### config.mk
export PLATFORM = sky130hd
export DESIGN_NAME = pkt_fifo
export DESIGN_NICKNAME = d
export VERILOG_FILES = /design/src/rtl/pfifo_pkg.sv /design/src/rtl/pfifo_store.sv /design/src/rtl/pfifo_wr_ctl.sv /design/src/rtl/pfifo_rd_ctl.sv /design/src/rtl/pkt_fifo.sv
export SDC_FILE = /design/constraint.sdc
export NUM_CORES = 1
export LEC_CHECK = 0
export ABC_AREA = 0
export BUFFER_PORTS_ARGS = -buffer_cell sky130_fd_sc_hd__buf_2
export CORE_MARGIN = 3
export CORE_UTILIZATION = 30
export CTS_BUF_LIST = sky130_fd_sc_hd__clkbuf_16
export DETAILED_ROUTE_END_ITERATION = 8
export SLEW_MARGIN = 0
export SYNTH_ARGS = -nofsm -noshare
export SYNTH_HDL_FRONTEND = slang
export SYNTH_SLANG_ARGS = --single-unit
### constraint.sdc
create_clock -name clk -period 6.61 [get_ports clk]
set_clock_uncertainty 0.05 [all_clocks]
set_input_delay 0.9915 -clock clk [delete_from_list [all_inputs] [get_ports clk]]
set_output_delay 0.9915 -clock clk [all_outputs]
set_load 0.05 [all_outputs]
### src/rtl/pfifo_pkg.sv
package pfifo_pkg;

  function automatic bit is_pow2(input int unsigned n);
    return (n != 0) && ((n & (n - 1)) == 0);
  endfunction

endpackage

### src/rtl/pfifo_store.sv
// Word storage: one synchronous write port, one asynchronous read port.
module pfifo_store #(
  parameter int WORD_W = 33,
  parameter int ADDR_W = 4
) (
  input  logic              clk,
  input  logic              we,
  input  logic [ADDR_W-1:0] waddr,
  input  logic [WORD_W-1:0] wword,
  input  logic [ADDR_W-1:0] raddr,
  output logic [WORD_W-1:0] rword
);
  localparam int ENTRIES = 1 << ADDR_W;

  logic [WORD_W-1:0] cells [ENTRIES];

  always_ff @(posedge clk) begin
    if (we) cells[waddr] <= wword;
  end

  assign rword = cells[raddr];
endmodule

### src/rtl/pfifo_wr_ctl.sv
// Write side: a speculative pointer plus a committed pointer that moves at packet end.
module pfifo_wr_ctl #(
  parameter int PTR_W    = 5,
  parameter bit ABORT_EN = 1'b1
) (
  input  logic             clk,
  input  logic             rst,
  input  logic             push,
  input  logic             push_last,
  input  logic             abort,
  output logic [PTR_W-1:0] spec_ptr,
  output logic [PTR_W-1:0] commit_ptr
);
  logic do_abort;
  assign do_abort = ABORT_EN && abort;

  always_ff @(posedge clk) begin
    if (rst) begin
      spec_ptr   <= '0;
      commit_ptr <= '0;
    end else if (do_abort) begin
      spec_ptr <= commit_ptr;
    end else if (push) begin
      spec_ptr <= spec_ptr + 1'b1;
      if (push_last) commit_ptr <= spec_ptr + 1'b1;
    end
  end
endmodule

### src/rtl/pfifo_rd_ctl.sv
// Read side: read pointer plus packet-start pointer that marks released space.
module pfifo_rd_ctl #(
  parameter int PTR_W     = 5,
  parameter bit REPEAT_EN = 1'b1
) (
  input  logic             clk,
  input  logic             rst,
  input  logic             take,
  input  logic             take_last,
  input  logic             keep,
  output logic [PTR_W-1:0] rd_ptr,
  output logic [PTR_W-1:0] free_ptr
);
  generate
    if (REPEAT_EN) begin : g_repeat
      logic [PTR_W-1:0] start_ptr;
      always_ff @(posedge clk) begin
        if (rst) begin
          rd_ptr    <= '0;
          start_ptr <= '0;
        end else if (take) begin
          if (keep) begin
            rd_ptr <= take_last ? start_ptr : rd_ptr + 1'b1;
          end else begin
            rd_ptr    <= rd_ptr + 1'b1;
            start_ptr <= rd_ptr + 1'b1;
          end
        end
      end
      assign free_ptr = start_ptr;
    end else begin : g_plain
      always_ff @(posedge clk) begin
        if (rst)       rd_ptr <= '0;
        else if (take) rd_ptr <= rd_ptr + 1'b1;
      end
      assign free_ptr = rd_ptr;
    end
  endgenerate
endmodule

### src/rtl/pkt_fifo.sv
module pkt_fifo #(
  parameter int DATA_W     = 32,
  parameter int DEPTH      = 16,
  parameter int NEAR_LEVEL = 12,
  parameter bit KEEP_LAST  = 1'b1,
  parameter bit PKT_MODE   = 1'b1,
  parameter bit ABORT_EN   = 1'b1,
  parameter bit REPEAT_EN  = 1'b1,
  parameter bit OUT_PIPE   = 1'b0
) (
  input  logic                     clk,
  input  logic                     rst,
  input  logic                     wr_valid,
  output logic                     wr_ready,
  input  logic [DATA_W-1:0]        wr_data,
  input  logic                     wr_last,
  input  logic                     wr_abort,
  output logic                     rd_valid,
  input  logic                     rd_ready,
  output logic [DATA_W-1:0]        rd_data,
  output logic                     rd_last,
  input  logic                     rd_keep,
  output logic [$clog2(DEPTH):0]   fill,
  output logic                     near_full
);
  localparam int ADDR_W = $clog2(DEPTH);
  localparam int PTR_W  = ADDR_W + 1;
  localparam int WORD_W = DATA_W + (KEEP_LAST ? 1 : 0);

  generate
    if (!pfifo_pkg::is_pow2(DEPTH)) begin : g_bad_depth
      $error("pkt_fifo: DEPTH must be a power of two");
    end
    if (REPEAT_EN && OUT_PIPE) begin : g_bad_mix
      $error("pkt_fifo: REPEAT_EN and OUT_PIPE exclude each other");
    end
    if ((PKT_MODE || REPEAT_EN) && !KEEP_LAST) begin : g_need_last
      $error("pkt_fifo: packet features need KEEP_LAST");
    end
    if ((ABORT_EN || REPEAT_EN) && !PKT_MODE) begin : g_need_pkt
      $error("pkt_fifo: abort and repeat need PKT_MODE");
    end
  endgenerate

  logic [PTR_W-1:0]  spec_ptr, commit_ptr, rd_ptr, free_ptr, avail_ptr, held;
  logic [WORD_W-1:0] in_word, mem_word, out_word;
  logic              push, mem_has, take, take_last, occ;

  assign push      = wr_valid && wr_ready;
  assign avail_ptr = PKT_MODE ? commit_ptr : spec_ptr;
  assign mem_has   = (rd_ptr != avail_ptr);
  assign held      = spec_ptr - free_ptr;

  generate
    if (KEEP_LAST) begin : g_last
      assign in_word   = {wr_last, wr_data};
      assign take_last = mem_word[WORD_W-1];
      assign rd_last   = out_word[WORD_W-1];
    end else begin : g_nolast
      assign in_word   = wr_data;
      assign take_last = 1'b0;
      assign rd_last   = 1'b0;
    end
  endgenerate
  assign rd_data = out_word[DATA_W-1:0];

  pfifo_store #(.WORD_W(WORD_W), .ADDR_W(ADDR_W)) u_store (
    .clk   (clk),
    .we    (push),
    .waddr (spec_ptr[ADDR_W-1:0]),
    .wword (in_word),
    .raddr (rd_ptr[ADDR_W-1:0]),
    .rword (mem_word)
  );

  pfifo_wr_ctl #(.PTR_W(PTR_W), .ABORT_EN(ABORT_EN)) u_wr (
    .clk        (clk),
    .rst        (rst),
    .push       (push),
    .push_last  (wr_last),
    .abort      (wr_abort),
    .spec_ptr   (spec_ptr),
    .commit_ptr (commit_ptr)
  );

  pfifo_rd_ctl #(.PTR_W(PTR_W), .REPEAT_EN(REPEAT_EN)) u_rd (
    .clk       (clk),
    .rst       (rst),
    .take      (take),
    .take_last (take_last),
    .keep      (REPEAT_EN && rd_keep),
    .rd_ptr    (rd_ptr),
    .free_ptr  (free_ptr)
  );

  generate
    if (OUT_PIPE) begin : g_pipe
      logic              pipe_v;
      logic [WORD_W-1:0] pipe_w;
      assign take = mem_has && (!pipe_v || rd_ready);
      always_ff @(posedge clk) begin
        if (rst) begin
          pipe_v <= 1'b0;
        end else if (take) begin
          pipe_v <= 1'b1;
        end else if (rd_ready) begin
          pipe_v <= 1'b0;
        end
        if (take) pipe_w <= mem_word;
      end
      assign rd_valid = pipe_v;
      assign out_word = pipe_w;
      assign occ      = pipe_v;
    end else begin : g_direct
      assign rd_valid = mem_has;
      assign out_word = mem_word;
      assign take     = mem_has && rd_ready;
      assign occ      = 1'b0;
    end
  endgenerate

  assign fill      = held + PTR_W'(occ);
  assign wr_ready  = (fill != PTR_W'(DEPTH));
  assign near_full = (fill >= PTR_W'(NEAR_LEVEL));
endmodule

=== Word-level counts from Yosys, hierarchy flattened ===
Memories as Yosys holds them, arrays and structs flattened. A register that Yosys moved wholly into a read port is not among the register bits.
Index checks and enable logic that the tools add are counted.

* Flip-flop bits (word level): 20
* Latch bits: 0
* RAM bits: 528
* Memory bits (read-only): 0
* Output and inout bits: 41
* Logic and storage cells: 26
* Memories kept: 1

{| class="wikitable"
|+ Memory list
! name !! words !! width !! read ports !! clocked after memory_dff !! wr ports !! line !! RTL
|-
| u_store.cells || 16 || 33 || 1 || 1 || 1 || pfifo_store.sv:15 || <nowiki>logic [WORD_W-1:0] cells [ENTRIES];</nowiki>
|}

* $add $sub $neg: 3
* Multipliers: 0
* Divide/modulo/power cells: 0
* Magnitude comparators: 1
* Equal/unequal tests: 2
* Shift-type cells: 0
* Mux-type cells: 8
* Bitwise gates (word level): 2
* Reduce and logical (&&, ||, !) cells: 5

{| class="wikitable"
|+ Operators by type and width
! kind !! count
|-
| 5-bit 2-to-1 mux || 4
|-
| 5-bit by 1-bit adder with 5-bit output (second input constant) || 2
|-
| 4-bit 2-to-1 mux || 2
|-
| 5-bit by 4-bit greater-or-equal comparator with 1-bit output (second input constant) || 1
|-
| 5-bit != test || 1
|-
| 5-bit != test (second input constant) || 1
|-
| 5-bit subtractor || 1
|-
| 3-bit AND reduction || 1
|-
| 1-bit logical AND || 2
|-
| 1-bit 2-to-1 mux || 2
|-
| 1-bit NOT || 2
|-
| 2-bit AND reduction || 1
|-
| 2-bit nonzero test || 1
|}

=== Logic depth before layout (Yosys ltp) ===
Gate-level depths: netlist of the first run.

* Depth after elaboration: 5
* Mapped depth: 11

=== Modules after synthesis ===
From an unflattened synthesis of the first run, not the netlist that was laid out.

* Cell total of the unflattened synthesis: 976
* Area, all modules: 21257.9 µm²

{| class="wikitable"
|+ By module, submodules not included
! module !! times used !! cells an instance !! area an instance (µm²)
|-
| pfifo_store || 1 || 831 || 19970.4
|-
| pfifo_wr_ctl || 1 || 53 || 515.5
|-
| pfifo_rd_ctl || 1 || 57 || 494.2
|-
| pkt_fifo || 1 || 35 || 277.8
|}

=== Worst setup path before layout of the first run ===
OpenSTA, ideal clock, no wires.

* Kind: reg-to-reg
* From: reg u_wr.spec_ptr[0]
* To: mem u_store.cells[3][0], enable pin
* Data arrival time: 4.711 ns
* Slack: 1.385 ns
* Stages on the path, launching flop included: 10
* Path buffers: 0
* Clock period less this slack: 5.225 ns
* Path through: dfxtp_1 > inv_1 > ha_1 > inv_1 > fa_1 > xor2_1 > nor3_1 > o21ai_1 > o21ai_1 > nor3_1

* Longest elaborated chain between the ends: 5

{| class="wikitable"
|+ RTL lines
! what !! line !! RTL
|-
| start, declared || pfifo_wr_ctl.sv:11 || <nowiki>output logic [PTR_W-1:0] spec_ptr,</nowiki>
|-
| start signal, assigned || pfifo_wr_ctl.sv:22 || <nowiki>spec_ptr <= commit_ptr;</nowiki>
|-
| start signal, assigned || pfifo_wr_ctl.sv:24 || <nowiki>spec_ptr <= spec_ptr + 1'b1;</nowiki>
|-
| 5-bit subtractor || pkt_fifo.sv:52 || <nowiki>assign held = spec_ptr - free_ptr;</nowiki>
|-
| named net fill[2] || pkt_fifo.sv:23 || <nowiki>output logic [$clog2(DEPTH):0] fill,</nowiki>
|-
| 5-bit != test || pkt_fifo.sv:123 || <nowiki>assign wr_ready = (fill != PTR_W'(DEPTH));</nowiki>
|-
| 1-bit logical AND || pkt_fifo.sv:49 || <nowiki>assign push = wr_valid && wr_ready;</nowiki>
|-
| 1-bit 2-to-1 mux || pfifo_store.sv:18 || <nowiki>if (we) cells[waddr] <= wword;</nowiki>
|-
| 1-bit 2-to-1 mux (not written as such) || pfifo_store.sv:18 ||
|-
| end, declared || pfifo_store.sv:15 ||
|}

The timed path passes the listed nets, and every way through them passes these cells.

=== Final worst setup path of the first run ===
* From: reg u_wr.spec_ptr[0]
* To: mem u_store.cells[1][18], enable pin

* Longest elaborated chain between the ends: 5

{| class="wikitable"
|+ RTL lines
! what !! line
|-
| 5-bit subtractor || pkt_fifo.sv:52
|-
| 5-bit != test || pkt_fifo.sv:123
|-
| 1-bit logical AND || pkt_fifo.sv:49
|-
| 1-bit 2-to-1 mux || pfifo_store.sv:18
|-
| 1-bit 2-to-1 mux (not written as such) || pfifo_store.sv:18
|}

Several ways; a longest one is shown, not always the timed one.

==> results.toml, run 1 <==
[outcome]
run_status = "completed"

[layout]
layout.nets = 1074
final_cell_mix = "edfxtp_1, mux4_2, buf_2"
syn_to_final_growth_pct = 14.8
drive_above_1_share_pct = 32.0
final_cells = 2010
layout_commonest_cell = "edfxtp_1"

[logic_synthesis]
synth_nets = 980
synth_warnings = 0
synth_edf_count = 528
synth.avg_cell_area_um2 = 22.9
synth.distinct_cells = 44
async_flop_share_pct = 0
ys_seq_elements = 552
netlist_instances = 931
ys_seq_area_share_pct = 76.6
syn_area_um2 = 21300
yosys_most_used_dff = "edfxtp_1"

[timing]
drv_slew = 0
finalSetupViolCount = 0
slew_headroom_pct = 20.4
fin_crit_sh_pct = 70.1
layout_setup_ws_ns = 1.98
max_freq_ghz = 0.216
finalSetupTns_ns = 0
hold_viol = 0
period_minus_slack_ns = 4.63
worst_pin_slew_ns = 1.19
grt_setup_unrepaired = "false"

[grt]
grt_pass1_vias = 10127
grt-ovfl-total = 0
grt_pass1_wl_um = 65800
grt_use_total_pct = 11.8
grt_max_degree = 66
antenna_found_initial = 4

[clock_tree]
postCtsHoldBufs = 0
h-tree-depth = 2
numCtsBuffers = 52
cts_resized = 0
path_clk_slew_ns = 0.06
clk_path_buf_depth = 3
cts_tree = "done"
insertion_delay_ns = 0.59
post-cts-setup-buffers = 0
clock_sinks = 552
root_buffer = "clkbuf_16"

[place]
port_buffers = 79
dp_worst_setup_slack_ns = 2.05
dp_cells = 1911
place_hpwl_um = 23800
gp_congestion = 0.765

[setup_path]
regToRegStartpoint = "u_wr.spec_ptr[0]"
critPathCaptureType = "flip-flop"
cp.arrival_ns = 4.79
critPathLaunch = "u_wr.spec_ptr[0]"
path_class = "reg2reg"
critPathRequiredTime_ns = 6.77
path_max_fanout = 33
startpoint_type = "flip-flop"

[drt]
dr.first_iter.drc_count = 761
first_pass_iters = 5
num_vias = 9509
drtAntennaViolNets = 0
viasPerCell = 4.73
wire_per_inst_um = 21.6
drt_wl_total_um = 43400
drc = 0

[hold_path]
hold_path.class = "reg2reg"
hold_start = "u_rd.free_ptr[0]"

[power]
power.leakage_nw = 7.50
vdd.ir_drop.worst_v = 0.000257
powerDensity_nw_per_um2 = 360

[floorplan]
fp.dieArea_um2 = 74300
die_h_um = 273
die_width_um = 273
core_um2 = 70300
num_rows = 97
start_util_pct = 30.3
ios = 80

[job]
max-cap-violations = 0
[power breakdown]
group | leakage, nW | switching, mW | internal, mW
sequential | 4.97 | 0.154 | 3.95
clock | 0.858 | 1.27 | 1.62
combinational | 1.67 | 1.09 | 0.732
[registers in the layout, indices dropped and copies added (netlist names), named ones only]
signal           flops
u_store.cells      528
u_rd.free_ptr        5
u_wr.spec_ptr        5
u_rd.rd_ptr          5
u_wr.commit_ptr      5
[cells in the mapped netlist, drive strengths merged (2+ instances only)]
| cell | instances | area, um2 |
|---|---|---|
| a211oi | 6 | 45.0 |
| ha | 9 | 113 |
| o211ai | 3 | 22.5 |
| xnor2 | 8 | 70.1 |
| nor2 | 18 | 67.6 |
| nor3 | 3 | 15.0 |
| and2 | 2 | 15.0 |
| mux4 | 165 | 3720 |
| dfxtp | 24 | 480 |
| a311oi | 2 | 17.5 |
| o21ai | 8 | 40.0 |
| edfxtp | 528 | 15900 |
| nor2b | 4 | 25.0 |
| nand3b | 2 | 15.0 |
| nand2 | 15 | 56.3 |
| nand2b | 5 | 31.3 |
| xor2 | 5 | 43.8 |
| and3 | 15 | 93.8 |
| o21a | 2 | 15.0 |
| nand3 | 7 | 35.0 |
| a31oi | 5 | 31.3 |
| buf | 18 | 93.8 |
| o2111a | 3 | 33.8 |
| inv | 16 | 60.1 |
| clkbuf | 28 | 105 |
| a2111oi | 6 | 52.6 |
| or3 | 2 | 12.5 |
| a21oi | 10 | 50.1 |
| mux2i | 2 | 20.0 |
[through the flow]
stage | hold WS [ns] | instance area, um2 | total power [mW] | utilization [%]
after floorplan | 0.410 | 21300 | 5.52 | -
after detailed placement | 0.455 | 22800 | 6.05 | 32.5
final | 0.460 | 24500 | 8.81 | 34.8
after global placement | 0.439 | 22800 | 6.02 | 32.5
after global routing | 0.495 | 24500 | 9.18 | 34.8
after CTS | 0.461 | 24500 | 8.93 | 34.8
[layout make-up]
cell class              count  area [um2]
clock inverters            43         320
multi-input cells         316        4760
diodes                      3        7.51
inverters                  17        63.8
well taps                 940        1180
clock buffers              53        1330
fillers                  6471       45800
flip-flops and latches    552       16300
repair buffers             86         473
[cell families (layout without fill, tap and decap cells)]
| logic type | count (synthesis) | after routing | share of synthesized area [%] |
|---|---|---|---|
| flops | 552 | 552 | 76.6 |
| simple gates | 75 | 75 | 1.79 |
| other cells | 0 | 3 | 0 |
| xor+xnor | 13 | 13 | 0.534 |
| mux | 168 | 168 | 17.6 |
| fa+ha+maj | 10 | 10 | 0.622 |
| compound gates | 50 | 50 | 1.65 |
| buf+inv | 63 | 199 | 1.23 |
[critical path, cell delays in order (launching register included)]
cell     delay, ns
dfxtp_1       0.36
inv_1         0.14
ha_1          0.17
inv_1         0.05
fa_1          0.39
a21o_1        0.19
a21oi_1       0.17
xor2_1        0.63
inv_2         0.19
a21oi_1       0.73
and3_2        1.14
[worst paths after layout]
path	to	slack, ns	depth (start not counted)
worst min-delay path	u_rd.free_ptr[0]	0.46	2
worst min register to register	u_rd.free_ptr[0]	0.46	2
worst max register to register	u_store.cells[1][18]	1.98	10
worst max-delay path	u_store.cells[1][18]	1.98	10
[routing by layer]
metal,up-vias,global-route usage [%],wire [um]
li1,4144,-,-
met1,5098,16.8,19600
met2,217,18.7,20700
met3,48,2.64,2560
met4,2,2.70,624
met5,-,0,7
(Power assumes the default switching activity.)
==> run 2: changes to the inputs <==
- clock period: 6.61 -> 4.5 ns (I/O delays scaled with it)
==> run 2 against run 1 <==
Net effect:
- first-iteration DRC count is 16% higher
- combinational power is 54% higher
- sequential share of layout area is 1.1 points lower
- sequential cell count stayed put
- critical path depth is 6 lower
- via count is 3.3% higher
- total power is 51% higher
- core utilization is 0.56 points higher
- largest power group unchanged
==> results.toml, run 2 (synthesized netlist as in run 1, its figures left out) <==
[timing]
fin_crit_sh_pct = 87.6
max_freq_ghz = 0.254
hold_viol = 0
grt_setup_unrepaired = "false"
slew_headroom_pct = 37.8
period_minus_slack_ns = 3.94
worst_hold_slack_ns = 0.386
drv_slew = 0
finalSetupTns_ns = 0
worst_pin_slew_ns = 0.932
finalSetupViolCount = 0

[place]
port_buffers = 79
gp_congestion = 0.755
place_hpwl_um = 26300

[grt]
grt_max_degree = 42
antenna_found_initial = 7
grt_pass1_vias = 10584
grt_pass1_wl_um = 70200
grt-ovfl-total = 0
grt_use_total_pct = 12.7

[floorplan]
die_width_um = 273
die_h_um = 273
ios = 80
fp.dieArea_um2 = 74300
core_um2 = 70300
start_util_pct = 30.3
num_rows = 97

[power]
switching_share_pct = 28.6
combPwrFrac_pct = 21.0
p_sw_mw = 3.81
p_total_mw = 13.3
power_frac_clock_pct = 34.3
vdd.ir_drop.worst_v = 0.000302
p_int_mw = 9.53
powerDensity_nw_per_um2 = 536
power.leakage_nw = 7.71
p_seq_share_pct = 44.7

[setup_path]
critPathMostFrequentCell = "mux4_2"
path_max_fanout = 29
path_class = "reg2out"
cpPeakStageDelay_ns = 0.74
startpoint_type = "flip-flop"
cpMaxStageDelayCell = "dfxtp_4"
cp.arrival_ns = 3.22
crit_chain = "buf_4, mux4_2, mux4_2, buf_2"
critPathCaptureType = "output pin"
critPathRequiredTime_ns = 3.77

[clock_tree]
path_clk_slew_ns = 0.06
postCtsHoldBufs = 0
insertion_delay_ns = 0.61
post-cts-setup-buffers = 0
clk_path_buf_depth = 3
root_buffer = "clkbuf_16"
cts_tree = "done"
numCtsBuffers = 56
h-tree-depth = 2
clock_sinks = 552
cts_resized = 0

[layout]
final_cell_mix = "edfxtp_1, mux4_2, buf_2"
layout.nets = 1101
top_register = "u_store.cells"
drive_above_1_share_pct = 34.1
layout_commonest_cell = "edfxtp_1"
nFillCells = 6405
largest_reg_flops = 528
syn_to_final_growth_pct = 16.6

[drt]
viasPerCell = 4.82
drtAntennaViolNets = 0
num_vias = 9823
dr.first_iter.drc_count = 884
first_pass_iters = 5
drc = 0
drt_wl_total_um = 46700
wire_per_inst_um = 22.9

[hold_path]
hold_path.class = "in2reg"

[job]
max-cap-violations = 0

[outcome]
run_status = "completed"
[run 2: cell count changes in the layout (fill, tap and decap cells not counted), moves of 3 or more]
cell	previous run	this run
buf_4	5	25
clkinv_1	15	11
buf_12	2	5
clkbuf_16	53	56
clkinv_2	6	9
[run 2: routing by layer]
metal / vias up / track usage [%] / share of wire, %
met4: 8 / 2.58 / 1.3
met1: 5333 / 17.2 / 44
met3: 60 / 3.16 / 5.5
met2: 217 / 20.8 / 49
met5: - / 0 / 0.10
li1: 4205 / - / -
[run 2: area by class of cell]
class,instances,area [um2],area share [%]
Sequential cell,552,16300,65.8
Multi-Input combinational cell,316,4760,19.2
Timing Repair Buffer,109,683,2.75
Inverter,17,63.8,0.257
Tap cell,940,1180,4.73
Clock buffer,56,1400,5.64
Clock inverter,48,424,1.71
Antenna cell,2,5.00,0.0201
[run 2: worst max-delay path: cells and delay by family, from the launching register on]
kind	cells	cell delay [ns]
flip-flops	1	0.74
multiplexers	2	1.16
buffers and inverters	2	0.67
[run 2: stage by stage]
step / utilization [%] / instance area (um2) / worst slack, ns / cells
floorplan: - / 21300 / 0.0734 / 931
global placement: 32.8 / 23000 / 1.02 / 1934
detailed placement: 32.8 / 23000 / 0.960 / 1934
CTS: 35.4 / 24900 / 0.461 / 2038
global route: 35.4 / 24900 / 0.379 / 2038
finish: 35.4 / 24900 / 0.559 / 2040
[run 2: path summary, 6_finish.rpt]
path / from / to / slack (ns) / cells after the start
min reg2reg: u_wr.commit_ptr[4] / u_wr.commit_ptr[4] / 0.44 / 2
max reg2reg: u_wr.spec_ptr[0] / u_store.cells[1][5] / 0.93 / 13
max: flip-flop / rd_data[1] / 0.56 / 4
min: wr_data[10] / u_store.cells[7][10] / 0.39 / 1
[run 2: power groups by stage]
| stage | combinational [mW] | sequential (mW) | clock, mW |
|---|---|---|---|
| 6_report | 2.80 | 5.96 | 4.57 |
| 5_1_grt | 2.99 | 5.99 | 4.88 |
| 4_1_cts | 2.87 | 5.97 | 4.68 |
| 3_5_place_dp | 2.86 | 6.08 | 0 |
| 3_3_place_gp | 2.84 | 6.07 | 0 |
| 2_1_floorplan | 2.16 | 5.95 | 0 |
==> run 3: changes to the inputs <==
- MAX_ROUTING_LAYER: default -> met4
==> run 3 against run 2 <==
Net effect:
- setup slack gained 0.028 ns
- clock power hardly changed
- sequential power about the same
- global-route usage increased by 0.38 points
- critical path type unchanged
- critical endpoint unchanged
- largest power group unchanged
==> results.toml, run 3 (synthesized netlist as in run 1, its figures left out) <==
[outcome]
run_status = "completed"

[layout]
top_register = "u_store.cells"
fin_area_um2 = 24900
layout_commonest_cell = "edfxtp_1"
final_cell_mix = "edfxtp_1, mux4_2, buf_2"
layout.nets = 1101
syn_to_final_growth_pct = 16.7
largest_reg_flops = 528
drive_above_1_share_pct = 34.1

[power]
p_total_mw = 13.3
power.leakage_nw = 7.71
powerDensity_nw_per_um2 = 536
vdd.ir_drop.worst_v = 0.000303

[setup_path]
reg2reg_slack_ns = 0.94
crit_path_end = "rd_data[1]"
critPathRequiredTime_ns = 3.77
critPathMostFrequentCell = "mux4_2"
cpPeakStageDelay_ns = 0.76
cpMaxStageDelayCell = "dfxtp_4"
reg2reg_to = "u_store.cells[1][5]"
cp.arrival_ns = 3.19
startpoint_type = "flip-flop"
path_max_fanout = 29
regToRegStartpoint = "u_wr.spec_ptr[0]"
rr_worst_depth = 13
crit_chain = "buf_4, mux4_2, mux4_2, buf_2"
critPathCaptureType = "output pin"
path_class = "reg2out"

[timing]
max_freq_ghz = 0.256
fin_crit_sh_pct = 87.0
grt_setup_unrepaired = "false"
period_minus_slack_ns = 3.91
slew_headroom_pct = 37.8
worst_pin_slew_ns = 0.933
hold_viol = 0
finalSetupViolCount = 0
finalSetupTns_ns = 0
drv_slew = 0

[floorplan]
start_util_pct = 30.3
num_rows = 97
die_width_um = 273
ios = 80
core_um2 = 70300
die_h_um = 273
fp.dieArea_um2 = 74300

[place]
place_hpwl_um = 26300
port_buffers = 79
postPlaceCellArea_um2 = 23000
gp_congestion = 0.767

[drt]
drt_wl_total_um = 46500
first_pass_iters = 4
drtAntennaViolNets = 0
drc = 0
num_vias = 9870
viasPerCell = 4.83
dr.first_iter.drc_count = 917
wire_per_inst_um = 22.7

[clock_tree]
numCtsBuffers = 56
clk_path_buf_depth = 3
clock_sinks = 552
postCtsHoldBufs = 0
post-cts-setup-buffers = 0
cts_tree = "done"
h-tree-depth = 2
root_buffer = "clkbuf_16"
cts_resized = 0
path_clk_slew_ns = 0.06
insertion_delay_ns = 0.61

[grt]
gr-usage-met2_pct = 20.8
grt-ovfl-total = 0
grt_use_total_pct = 13.1
grt_util_met3_pct = 3.13
grt_pass1_wl_um = 70200
grt_pass1_vias = 10588
grt_max_degree = 42
antenna_found_initial = 7
grtUsageMet1_pct = 17.2
grt_busiest_layer = "met2"

[job]
max-cap-violations = 0

[hold_path]
hold_depth = 1
hold_path.class = "in2reg"
-- run 3: changes by cell type in the layout (fill, tap and decap cells not counted) --
cell     delta
diode_2     +5
-- run 3: per-stage QoR --
step | worst slack [ns] | std cells | hold WS (ns) | util (%)
after global placement | 1.02 | 1934 | 0.437 | 32.8
after floorplan | 0.0734 | 931 | 0.410 | -
final | 0.587 | 2045 | 0.387 | 35.4
after global routing | 0.401 | 2044 | 0.361 | 35.4
after detailed placement | 0.960 | 1934 | 0.432 | 32.8
after CTS | 0.461 | 2038 | 0.341 | 35.4
-- run 3: worst min path at each step --
stage | startpoint | to
finish | wr_data[19] | u_store.cells[6][19]
global route | wr_data[19] | u_store.cells[6][19]
CTS | wr_data[19] | u_store.cells[6][19]
detailed placement | u_wr.commit_ptr[4] | u_wr.commit_ptr[4]
global placement | u_wr.commit_ptr[4] | u_wr.commit_ptr[4]
floorplan | u_wr.commit_ptr[4] | u_wr.commit_ptr[4]
-- run 3: routing by layer --
metal	vias up	wire, um
li1	4207	-
met2	257	22800
met1	5356	20300
met4	0	624
met3	50	2830
met5	-	0
-- run 3: power by group --
group | internal (mW) | leakage, nW | total, mW | switching, mW
Sequential | 5.80 | 4.97 | 5.96 | 0.165
Combinational | 1.11 | 1.80 | 2.81 | 1.69
Clock | 2.62 | 0.947 | 4.57 | 1.95
Total | 9.53 | 7.71 | 13.3 | 3.81
-- run 3: cell type report --
cell class	instances	area, um2
multi-input combinational	316	4760
timing repair buffer	109	683
fill	6401	45400
clock buffer	56	1400
tap	940	1180
sequential	552	16300
clock inverter	48	424
inverter	17	63.8
antenna	7	17.5
-- run 3: worst max-delay path: cells and delay by family, from the launching register on --
family	cells	cell delay, ns
buffers and inverters	2	0.67
multiplexers	2	1.15
flip-flops	1	0.76
